### config.mk
export PLATFORM = sky130hd
export DESIGN_NAME = irq_prio_ctrl
export DESIGN_NICKNAME = d
export VERILOG_FILES = /design/src/rtl/irq_prio_pkg.sv /design/src/rtl/irq_level_pick.sv /design/src/rtl/irq_svc_track.sv /design/src/rtl/irq_pf_flag.sv /design/src/rtl/irq_prio_ctrl.sv
export SDC_FILE = /design/constraint.sdc
export NUM_CORES = 1
export LEC_CHECK = 0
export CORE_MARGIN = 4
export CORE_UTILIZATION = 41
export DETAILED_ROUTE_END_ITERATION = 10
export PLACE_DENSITY = 0.86
export SYNTH_ARGS = -nofsm -noshare
export SYNTH_HDL_FRONTEND = slang
export SYNTH_SLANG_ARGS = --single-unit
### constraint.sdc
create_clock -name clk -period 4.8 [get_ports clk]
set_input_delay 0.48 -clock clk [delete_from_list [all_inputs] [get_ports clk]]
set_output_delay 0.48 -clock clk [all_outputs]
set_load 0.01 [all_outputs]
### src/rtl/irq_prio_pkg.sv
package irq_prio_pkg;

  typedef enum logic [1:0] {
    LV_NONE = 2'd0,
    LV_LOW  = 2'd1,
    LV_HIGH = 2'd2,
    LV_PF   = 2'd3
  } lvl_e;

  // Highest level currently in service.
  function automatic lvl_e svc_top_of(input logic [2:0] s);
    if (s[2])      return LV_PF;
    else if (s[1]) return LV_HIGH;
    else if (s[0]) return LV_LOW;
    else           return LV_NONE;
  endfunction

  // In-service set after releasing the most urgent level.
  function automatic logic [2:0] svc_release(input logic [2:0] s);
    logic [2:0] r;
    r = s;
    if (s[2])      r[2] = 1'b0;
    else if (s[1]) r[1] = 1'b0;
    else           r[0] = 1'b0;
    return r;
  endfunction

  // In-service set after marking a granted level.
  function automatic logic [2:0] svc_mark(input logic [2:0] s, input lvl_e l);
    logic [2:0] r;
    r = s;
    case (l)
      LV_PF:   r[2] = 1'b1;
      LV_HIGH: r[1] = 1'b1;
      LV_LOW:  r[0] = 1'b1;
      default: r = s;
    endcase
    return r;
  endfunction

endpackage

### src/rtl/irq_level_pick.sv
module irq_level_pick #(
  parameter int N  = 12,
  parameter int IW = (N > 1) ? $clog2(N) : 1
) (
  input  logic [N-1:0]  cand,
  output logic          found,
  output logic [IW-1:0] idx
);
  // Lowest set index wins: scan downward so the last hit is the smallest.
  always_comb begin
    found = 1'b0;
    idx   = '0;
    for (int i = N - 1; i >= 0; i--) begin
      if (cand[i]) begin
        found = 1'b1;
        idx   = IW'(i);
      end
    end
  end
endmodule

### src/rtl/irq_svc_track.sv
module irq_svc_track
  import irq_prio_pkg::*;
(
  input  logic       clk,
  input  logic       rst_n,
  input  logic       ack_fire,
  input  lvl_e       ack_lvl,
  input  logic       reti,
  output logic [2:0] svc,
  output lvl_e       svc_top
);
  logic [2:0] svc_nxt;

  always_comb begin
    svc_nxt = reti ? svc_release(svc) : svc;
    if (ack_fire) svc_nxt = svc_mark(svc_nxt, ack_lvl);
  end

  always_ff @(posedge clk or negedge rst_n) begin
    if (!rst_n) svc <= 3'b000;
    else        svc <= svc_nxt;
  end

  assign svc_top = svc_top_of(svc);
endmodule

### src/rtl/irq_pf_flag.sv
module irq_pf_flag (
  input  logic clk,
  input  logic rst_n,
  input  logic set_i,
  input  logic clr_i,
  output logic flag
);
  always_ff @(posedge clk or negedge rst_n) begin
    if (!rst_n)     flag <= 1'b0;
    else if (set_i) flag <= 1'b1;
    else if (clr_i) flag <= 1'b0;
  end
endmodule

### src/rtl/irq_prio_ctrl.sv
module irq_prio_ctrl
  import irq_prio_pkg::*;
#(
  parameter int NSRC  = 12,
  localparam int IW   = (NSRC > 1) ? $clog2(NSRC) : 1,
  localparam int VEC_W = $clog2(NSRC + 1)
) (
  input  logic             clk,
  input  logic             rst_n,
  input  logic [NSRC-1:0]  src_pend,
  input  logic [NSRC-1:0]  src_en,
  input  logic [NSRC-1:0]  src_hi,
  input  logic             glob_en,
  input  logic             pf_event,
  input  logic             pf_clr,
  input  logic             pf_en,
  input  logic             ack,
  input  logic             reti,
  output logic             irq_req,
  output logic [VEC_W-1:0] irq_vec,
  output logic [1:0]       irq_lvl,
  output logic [2:0]       in_svc,
  output logic             pf_flag
);
  // Named internal events, observed by the bound checker.
  logic [NSRC-1:0] live_src;
  logic [NSRC-1:0] lvl_cand  [2];
  logic            lvl_found [2];
  logic [IW-1:0]   lvl_idx   [2];
  logic            pf_live;
  lvl_e            best_lvl;
  lvl_e            svc_top;
  logic            ack_fire;

  assign live_src    = src_pend & src_en;
  assign lvl_cand[0] = live_src & ~src_hi;
  assign lvl_cand[1] = live_src & src_hi;

  for (genvar g = 0; g < 2; g++) begin : g_lvl
    irq_level_pick #(.N(NSRC), .IW(IW)) u_pick (
      .cand  (lvl_cand[g]),
      .found (lvl_found[g]),
      .idx   (lvl_idx[g])
    );
  end

  irq_pf_flag u_pf (
    .clk   (clk),
    .rst_n (rst_n),
    .set_i (pf_event),
    .clr_i (pf_clr),
    .flag  (pf_flag)
  );

  assign pf_live = pf_flag & pf_en;

  always_comb begin
    best_lvl = LV_NONE;
    irq_vec  = '0;
    if (pf_live) begin
      best_lvl = LV_PF;
    end else if (lvl_found[1]) begin
      best_lvl = LV_HIGH;
      irq_vec  = VEC_W'(lvl_idx[1]) + VEC_W'(1);
    end else if (lvl_found[0]) begin
      best_lvl = LV_LOW;
      irq_vec  = VEC_W'(lvl_idx[0]) + VEC_W'(1);
    end
  end

  assign irq_lvl  = best_lvl;
  assign irq_req  = glob_en && (best_lvl != LV_NONE) && (best_lvl > svc_top);
  assign ack_fire = ack & irq_req;

  irq_svc_track u_svc (
    .clk      (clk),
    .rst_n    (rst_n),
    .ack_fire (ack_fire),
    .ack_lvl  (best_lvl),
    .reti     (reti),
    .svc      (in_svc),
    .svc_top  (svc_top)
  );
endmodule

; After elaboration in Yosys (flattened, before gate mapping)
; Cells that the tools add are included.
[totals]
regBits = 4
in_bits = 44
out_inout_bits = 11
[op_classes]
add_sub_neg = 2
magnitude_cmp = 1
eq_ne = 3
mux = 66
bitwise_logic = 6
reduce_logical = 4
[op_table]
columns = operator, n
row1 = $mux W4, 27
row2 = $and A12 B12 Y12, 3
row3 = $mux W1, 32
row4 = $not A12 Y12, 1
row5 = $mux W2, 5
row6 = $add A4 B1 Y4 const B, 2
row7 = $mux W3, 2
row8 = $eq A2 B2 Y1 const B, 2
row9 = $reduce_bool A2 Y1, 2
row10 = $and A1 B1 Y1, 2
row11 = $eq A2 B1 Y1 const B, 1
row12 = $gt A2 B2 Y1, 1
row13 = $logic_and A1 B1 Y1, 2

; Depth between registers and ports, before layout
[depth]
depth_word = 22
depth_mapped = 9

; By module
; A second synthesis with hierarchy kept.
[unflattened]
hier_cells = 132
hier_area_um2 = 829.5
[modules_own_cells]
columns = module, instances, cells_per_inst, area_per_inst_um2
row1 = irq_prio_ctrl, 1, 70, 395.4
row2 = irq_level_pick, 2, 22, 128.9
row3 = irq_svc_track, 1, 15, 140.1
row4 = irq_pf_flag, 1, 3, 36.3

; Least setup slack after synthesis
; Ideal clock, no wire load.
[synth_path]
path_type = input -> output
start = input port src_pend[0]
end = output port irq_req
arrival_ns = 2.050
slack_ns = 2.270
stages = 8
path_buffers = 0
path_cell_list = nand3_1 > nand4_2 > nor3_4 > nand2_1 > ha_1 > nor2b_1 > o211ai_1 > a31oi_4
[synth_between]
word_cells_on_any_way = 12
classes_between = 1 x order compare / 5 x mux / 3 x bitwise / 3 x reduce/logical
[synth_lines]
columns = element, line
row1 = "start, declared", irq_prio_ctrl.sv:10  ; input logic [NSRC-1:0] src_pend,
row2 = $and A12 B12 Y12 (*), irq_prio_ctrl.sv:35  ; assign live_src = src_pend & src_en;
row3 = $and A12 B12 Y12 (*), irq_prio_ctrl.sv:37  ; assign lvl_cand[1] = live_src & src_hi;
row4 = $mux W1 (*), irq_level_pick.sv:14  ; if (cand[i]) begin
row5 = $mux W2 (*), irq_prio_ctrl.sv:62  ; end else if (lvl_found[1]) begin
row6 = $mux W2 (*), irq_prio_ctrl.sv:60  ; if (pf_live) begin
row7 = net irq_lvl[1], irq_prio_ctrl.sv:21  ; output logic [1:0] irq_lvl,
row8 = branches (longest 2 deep; another with $gt A2 B2 Y1), -
row9 = $logic_and A1 B1 Y1 (*), irq_prio_ctrl.sv:72  ; assign irq_req = glob_en && (best_lvl != LV_NONE) && (best_lvl > svc_top);
row10 = "end, declared", irq_prio_ctrl.sv:19  ; output logic irq_req,
; Mark *: on every way through the listed nets, which the timed path passes.

; Worst setup path in the final report
[layout_path]
start = input port src_en[2]
end = output port irq_req
[layout_between]
elab_chain_cells = 11
word_cells_on_any_way = 16
classes_between = 1 x order compare / 9 x mux / 3 x bitwise / 3 x reduce/logical
[layout_rtl]
columns = element, line
row1 = "start, declared", irq_prio_ctrl.sv:11  ; input logic [NSRC-1:0] src_en,
row2 = $and A12 B12 Y12 (*), irq_prio_ctrl.sv:35
row3 = $and A12 B12 Y12, irq_prio_ctrl.sv:36  ; assign lvl_cand[0] = live_src & ~src_hi;
row4 = $mux W1 (3 in a row), irq_level_pick.sv:14
row5 = $mux W1, irq_prio_ctrl.sv:65  ; end else if (lvl_found[0]) begin
row6 = $mux W2 (*), irq_prio_ctrl.sv:62
row7 = $mux W2 (*), irq_prio_ctrl.sv:60
row8 = branches (longest 2 deep; another with $gt A2 B2 Y1), -
row9 = $logic_and A1 B1 Y1 (*), irq_prio_ctrl.sv:72
; Every way passes the cells marked *.

==> results.yml <==
run_status:
  outcome: "finished clean"
critical_path:
  regToRegEndpoint: "u_svc.svc[0]"
  r2r_start: "u_pf.flag"
  worst-setup-path-type: "primary input to output pin"
  worst_setup_path_end_kind: "output pin"
  setup.reg_to_reg.worst_slack_ps: 2930
  critPathBufInv: 2
  timing.critical_path.arrival_ps: 3170
  worst_setup_path_start_kind: "primary input"
  worst_ep_required_time_ps: 4320
  timing.critical_path.slowest_stage_cell: "clkdlybuf4s50_1"
  critical_path.top_delay_family: "buffers and inverters"
  worstPathCellList: "clkdlybuf4s50_1 -> nand3_1 -> nand4_2 -> nor3_4 -> nand2_1 -> ha_1 -> nor2b_1 -> o211ai_1 -> a31oi_4 -> clkdlybuf4s50_1"
  worstRegToRegCells: 7
  crit_path_max_fanout: 8
  critical-path-top-cell-by-count: "clkdlybuf4s50_1"
  critPathMaxStageDelay_ps: 570
sta:
  slew-limit-headroom: 0.709
  slew_viol_final: 0
  finalSetupViolCount: 0
  finalClockSkew_ps: 2.15
  setup-tns-final_ps: 0
  rsz_0062_raised_after_global_routing: "false"
  hold_viol: 0
  timing_worst_slew_pin_value_ps: 433
  max_freq_mhz: 274
  layout_worst_path_cycle_share: 0.761
  fin_ws_ps: 1150
  min_period_ps: 3650
clocking:
  worst_setup_hold_path_clk_slew_ps: 30
  worst_skew_pair.late_latency_ps: 230
  cts_htree_levels: 1
  clk_path_buf_depth: 2
  cts.root.buffer_cell: "clkbuf_4"
  post_cts_hold_buffer_count: 0
  tritoncts: "built"
  cts_resized: 0
  post_cts_setup_buffer_count: 0
  clock_sinks: 4
  cts_buffers: 3
route:
  drt_first_iter_violations: 52
  finalWirelength_um: 2680
  route.detailed.drc: 0
  mean_routed_wirelength_per_cell_um: 13.5
  drtPass1Iterations: 4
  ant_nets: 0
  num_vias: 1117
  detail_route.vias_per_cell: 5.61
synthesis:
  synth_area_um2: 932
  synthDistinctLibCells: 44
  post_synth.cell_area_avg_um2: 8.18
  yosys-top-cells-count: "nand2_1, nand3_1, nand3b_1, nor2_1, inv_1"
  syn_inst: 114
  ys_top_cells_by_area: "dfrtp_1, nand3b_4, nand3_1"
  async_reset_ff_frac: 1.00
  synth_top_cell_area_share: 0.107
  yosys.cell_count.top_type: "nand2_1"
  synth-main-ff-cell: "dfrtp_1"
  postSynthRegisterBits: 4
  synth.yosys.seq_area_share: 0.107
  ys.warnings.count: 0
  synth_edf_count: 0
  synth_nets: 162
  netlist.top_cell.by_area: "dfrtp_1"
cells_and_area:
  fin_nets: 221
  layout.cell_area.non_filler_um2: 1530
  fraction_of_final_layout_cells_with_drive_strength_greater_than_1: 0.135
  area_growth_syn_to_layout_pct: 64.2
  insertedDiodeCount: 0
power:
  power-per-cell-area_nw_per_um2: 176
  vdd.ir_drop.worst_uv: 134
  leakage_nw: 0.678
  report.power.total_w: 0.000270
grt:
  grt_pass1_vias: 1098
  track_usage: 0.170
  grt_start_max_net_pins: 9
  aggregate_global_routing_overflow: 0
  initial_antenna_violation_count: 0
  first_pass_grt_wire_length_um: 4400
floorplan:
  chipWidth_um: 55.7
  std_cell_rows: 17
  coreArea_um2: 2190
  die_height_um: 55.7
  io-pin-count: 55
  die-area_um2: 3100
  initial_utilization: 0.425
placed_design:
  postPlaceCellArea_um2: 1510
  dpl_worst_slack_ps: 1110
  dp_hpwl_um: 2480
  number_of_input_and_output_port_buffers_inserted: 54
  routabilityCongestion: 0.905
hold_path:
  type_of_the_tightest_min_delay_check: "primary input to asynchronous set/reset pin"
flow_run:
  cap_viol_max_count: 0
[worst max-delay path by stage]
stage                 from      end  slack (ps)  cells past startpoint
6_report         src_en[2]  irq_req        1150                     10
5_1_grt          src_en[2]  irq_req         910                     10
4_1_cts          src_en[2]  irq_req        1110                     10
3_5_place_dp     src_en[2]  irq_req        1110                     10
3_3_place_gp   src_pend[2]  irq_req        1190                     10
2_1_floorplan  src_pend[0]  irq_req        2270                      8
[final cells by class]
class,count,area (µm²)
repair buffers,54,541
clock buffers,3,22.5
fillers,168,661
flip-flops and latches,4,100
inverters,5,18.8
well taps,28,35.0
multi-input cells,105,813
[through the flow]
stage,instances,util,hold slack [ps]
floorplan,114,-,184
global placement,196,0.688,510
detailed placement,196,0.688,515
CTS,199,0.698,446
global route,199,0.698,442
finish,199,0.698,443
[kinds of logic (layout without fill, tap and decap cells)]
| kind of cell | after synthesis | after routing | synth area share |
|---|---|---|---|
| buf+inv | 5 | 62 | 0.0201 |
| simple gates | 73 | 73 | 0.562 |
| compound gates | 27 | 27 | 0.247 |
| xor+xnor | 1 | 1 | 0.00940 |
| flops | 4 | 4 | 0.107 |
| fa+ha+maj | 4 | 4 | 0.0537 |
[sequential cells by signal (all words and copies together) (netlist names)]
name	cells
u_pf.flag	1
u_svc.svc	3
[routing by layer]
layer / global-route usage / up-vias / part of all wire
met5: 0 / - / 0
met4: 0.0590 / 0 / 0.0071
met3: 0.0209 / 2 / 0.054
met2: 0.307 / 34 / 0.52
met1: 0.203 / 512 / 0.42
li1: - / 569 / -
[power breakdown]
part | switching (W) | internal, W
Sequential | 0.00000474 | 0.0000384
Combinational | 0.0000806 | 0.000106
Clock | 0.0000117 | 0.0000278
[layout by cell type, fill, tap and decap left out, drive strengths merged, types with 4 or more instances in the layout]
| cell | count |
|---|---|
| a31oi | 4 |
| and3 | 4 |
| clkdlybuf4s50 | 54 |
| dfrtp | 4 |
| ha | 4 |
| inv | 5 |
| nand2 | 13 |
| nand3 | 15 |
| nand3b | 12 |
| nand4 | 6 |
| nor2 | 6 |
| o211ai | 4 |
No activity file was read; power rests on OpenSTA's default activity.
